==> src/rtl/tick_source_sel.sv <==
module tick_source_sel #(
  parameter int CNT_W       = 16,
  parameter int SYNC_STAGES = 2
) (
  input  logic             clk,
  input  logic             rst_n,
  input  logic [1:0]       cnt_mode,
  input  logic [1:0]       pin_sel,
  input  logic [1:0]       cap_pin,
  output logic             inc_strobe,
  output logic             presc_clr,
  output logic [CNT_W-1:0] event_count
);
  localparam logic [1:0] MODE_TIMER = 2'b00;
  localparam logic [1:0] MODE_RISE  = 2'b01;
  localparam logic [1:0] MODE_FALL  = 2'b10;

  logic [1:0] synced;
  logic [1:0] mode_q, sel_q;
  logic       prev_q;
  logic       cur, rise, fall, sel_ok, cfg_chg, edge_hit;

  for (genvar p = 0; p < 2; p++) begin : g_sync
    logic [SYNC_STAGES-1:0] chain;
    always_ff @(posedge clk or negedge rst_n)
      if (!rst_n) chain <= '0;
      else        chain <= {chain[SYNC_STAGES-2:0], cap_pin[p]};
    assign synced[p] = chain[SYNC_STAGES-1];
  end

  assign sel_ok  = ~pin_sel[1];
  assign cur     = sel_ok & synced[pin_sel[0]];
  assign cfg_chg = (cnt_mode != mode_q) | (pin_sel != sel_q);
  assign rise    = cur & ~prev_q;
  assign fall    = ~cur & prev_q;

  always_comb begin
    case (cnt_mode)
      MODE_RISE: edge_hit = rise;
      MODE_FALL: edge_hit = fall;
      default:   edge_hit = rise | fall;
    endcase
  end

  assign presc_clr  = (cnt_mode != MODE_TIMER);
  assign inc_strobe = presc_clr ? (edge_hit & sel_ok & ~cfg_chg) : 1'b1;

  always_ff @(posedge clk or negedge rst_n) begin
    if (!rst_n) begin
      mode_q      <= MODE_TIMER;
      sel_q       <= 2'b00;
      prev_q      <= 1'b0;
      event_count <= '0;
    end else begin
      mode_q <= cnt_mode;
      sel_q  <= pin_sel;
      prev_q <= cur;
      if (inc_strobe) event_count <= event_count + 1'b1;
    end
  end
endmodule


==> config.mk <==
export PLATFORM = sky130hd
export DESIGN_NAME = tick_source_sel
export DESIGN_NICKNAME = d
export VERILOG_FILES = /design/src/rtl/tick_source_sel.sv
export SDC_FILE = /design/constraint.sdc
export NUM_CORES = 1
export LEC_CHECK = 0
export BUFFER_PORTS_ARGS = -buffer_cell sky130_fd_sc_hd__buf_2
export CAP_MARGIN = 0
export CORE_UTILIZATION = 52
export DETAILED_ROUTE_END_ITERATION = 12
export PLACE_DENSITY = 0.75
export SLEW_MARGIN = 20
export SYNTH_ARGS = -nofsm -noshare
export SYNTH_HDL_FRONTEND = slang
export SYNTH_SLANG_ARGS = --single-unit
export TNS_END_PERCENT = 5
==> constraint.sdc <==
create_clock -name clk -period 7.7 [get_ports clk]
set_input_delay 2.31 -clock clk [delete_from_list [all_inputs] [get_ports clk]]
set_output_delay 2.31 -clock clk [all_outputs]
set_load 0.03 [all_outputs]
==> results.md <==
* Status: complete, no violations
* Later-pin clock latency in the skew report at 310 ps
* Final setup viols at 0
* CP Depth at 8
* Leak Pwr at 0.6811 nW
* Most common cell on crit path: buf_2
* Tcrit/Tclk final at 82.41%
* Yosys warns at 0
* TritonRoute pass-1 iters at 4
* Worst-path cell chain: buf_2 > mux2i_1 > or2_2 > inv_1 > ha_1 > a2111oi_4 > a31o_4 > buf_2
* Gate Count Post-Synth at 90
* Die Span X at 49.76 um
* Total negative slack at 0 ps
* CTS tree: done
* Worst setup path startpoint: pin_sel[0]
* Area of the multi-input gates at 519.2 um2
* Hold Path Stages at 0
* Worst Hold End: g_sync[0].chain[1]
* Layout area overhead at 14.45%
* Finished Cell Area at 1358 um2
* Cell family with most CP delay: compound AO/OA/AOI/OAI gates
* Setup WS post-layout at 1355 ps
* Die area at 2476 um2
* Largest net degree at the start of global routing at 26
* Core Area at 2062 um2
* CTS max path bufs at 2
* Sink Count at 25
* Tightest Hold Check Type: reg -> reg
* Required time of the critical path at 5390 ps
* Worst-margin pin slew at 539.0 ps
* Peak VDD IR at 0.1822 mV
* FF+latch area at 625.6 um2
* Syn_nets at 104
* Critical Path Sink Type: output pin
* H-tree level count at 1
* Layout cells sized above 1 at 33.90%
* All-layer global routing usage at 18.92%
* CP Launch Type: input port
* Yosys top cell area share at 52.74%
* Mapped Avg Cell Area at 13.18 um2
* Fmax at 157.6 MHz
* Via count at 737
* Max_cap viols at 0
* Worst hold path startpoint: g_sync[0].chain[0]
* Vias in the first global route at 781
* I/O Pins at 26
* Post-Syn Area at 1186 um2
* FILL cells at 179
* GP Congestion at 0.7872
* PwrDens at 244.4 nW/um2
* R2R cell count at 8
* FF+latch count, synth at 25
* Routed wire per std cell at 13.45 um
* NumNets Final at 133
* Post-synthesis sequential area ratio at 52.74%
* Final Hold Viols at 0
* Initial core utilization at 57.52%
* Flop-to-flop setup slack at 5550 ps
* Post-CTS Setup Inserts at 0
* Row count at 16
* Yosys cell types at 24
* Final min period at 6345 ps
* DP Worst Slack at 1341 ps
* Hold Buf Count CTS at 0
* Iteration-0 DRC Markers at 9
* # diodes at 0
* Largest stage delay, worst path at 340 ps
* Via density at 5.083
* GRT overflow at 0
* Worst-path clk slew at 130 ps
* Final WL at 1950 um
* Most frequent cells in the layout: dfrtp_1, buf_2, xnor2_1, inv_1, xor2_1
* Antenna viol nets, final at 0
* Number of port buffers at 25
* First-pass GRT wire length at 3463 um
* RSZ-0062 raised after global routing: no
* Clock root cell: clkbuf_4
* Buf/Inv on CP at 3
* R2R Path Start: g_sync[1].chain[1]
* CTS Buf Count at 3
* Crit path DAT at 4040 ps
* Synth area leaders: dfrtp_1, xnor2_1, ha_1
* Cell Area, Placed at 1330 um2
* DP HPWL at 1449 um
* WS Path Type: in -> out
* DRC at 0
* CP max-delay cell: a31o_4
* Crit Path Max Fanout at 17
* Max_slew headroom at 64.07%
* Resize count post-CTS at 0
* Slew Limit Fails at 0
* FF-to-FF End: event_count[13]
* Die Y at 49.76 um
* Final Skew at 2.049 ps
* Initial antenna violation count at 0
* Dominant cell type by area after synthesis: dfrtp_1
registers in the layout (all words and copies together) (netlist names):
signal,count
mode_q,2
sel_q,2
prev_q,1
event_count,16
g_sync.chain,4
area by class of cell:
| class | instances | share of cell area, % |
|---|---|---|
| Clock buffer | 3 | 1.659 |
| Tap cell | 27 | 2.488 |
| Inverter | 7 | 1.935 |
| Clock inverter | 1 | 0.3687 |
| Multi-Input combinational cell | 57 | 38.25 |
| Timing Repair Buffer | 25 | 9.217 |
| Sequential cell | 25 | 46.08 |
synthesized netlist by cell type:
master / instances
dfrtp_1: 25
xnor2_1: 10
inv_1: 7
xor2_1: 7
ha_1: 6
nand2_1: 6
nand4_1: 5
nand3_1: 4
and3_1: 2
nand3_2: 2
nor2_1: 2
nor3b_2: 2
a2111oi_4: 1
a221o_1: 1
a31o_4: 1
and2_1: 1
buf_8: 1
mux2_2: 1
mux2i_1: 1
nand4_4: 1
nor4_1: 1
nor4b_4: 1
or2_2: 1
xnor2_2: 1
worst max-delay path by stage:
| stage | endpoint | slack (ps) |
|---|---|---|
| 2_1_floorplan | inc_strobe | 1710 |
| 3_3_place_gp | inc_strobe | 1380 |
| 3_5_place_dp | inc_strobe | 1340 |
| 4_1_cts | inc_strobe | 1350 |
| 5_1_grt | inc_strobe | 1250 |
| 6_report | inc_strobe | 1350 |
power by group:
| group | total, mW | internal [mW] | switching (mW) | leakage (nW) |
|---|---|---|---|---|
| registers | 0.169 | 0.149 | 0.0196 | 0.316 |
| clock network | 0.0575 | 0.0194 | 0.0381 | 0.0177 |
| logic | 0.106 | 0.0338 | 0.0718 | 0.347 |
worst reg2reg max path, stage by stage, from the launching register on:
cell       delay [ps]
dfrtp_1           350
mux2i_1            60
or2_2             280
inv_1              70
ha_1              240
a2111oi_4         310
a31o_4            340
nor4b_4           270
xor2_1            160
cells by family after synthesis:
kind of cell	count (synthesis)	synth area share, %
flip-flops	25	52.74
buffers and inverters	8	3.481
AO/OA/AOI/OAI	3	4.642
AND/OR/NAND/NOR	28	17.09
multiplexers	2	1.793
XOR/XNOR	18	13.92
adder cells (fa/ha/maj)	6	6.329
per-stage QoR:
stage	total power, mW	hold slack, ps	cells	utilization [%]
after floorplan	0.2448	331.2	90	-
after global placement	0.2749	332.8	141	64.50
after detailed placement	0.2789	334.7	141	64.50
after CTS	0.3378	366.9	145	65.84
after global routing	0.3546	380.3	145	65.84
final	0.3318	364.2	145	65.84
per-layer routing:
layer  share of wire, %  global-route usage, %  wire length, um  vias up
met5                  0                      0                0        -
met4               0.67                  9.048               13        0
met3                3.6                  3.086               71        2
met2                 48                  30.18              938       19
met1                 47                  24.95              926      356
li1                   -                      -                -      360
Power figures use the tool's default switching activity.
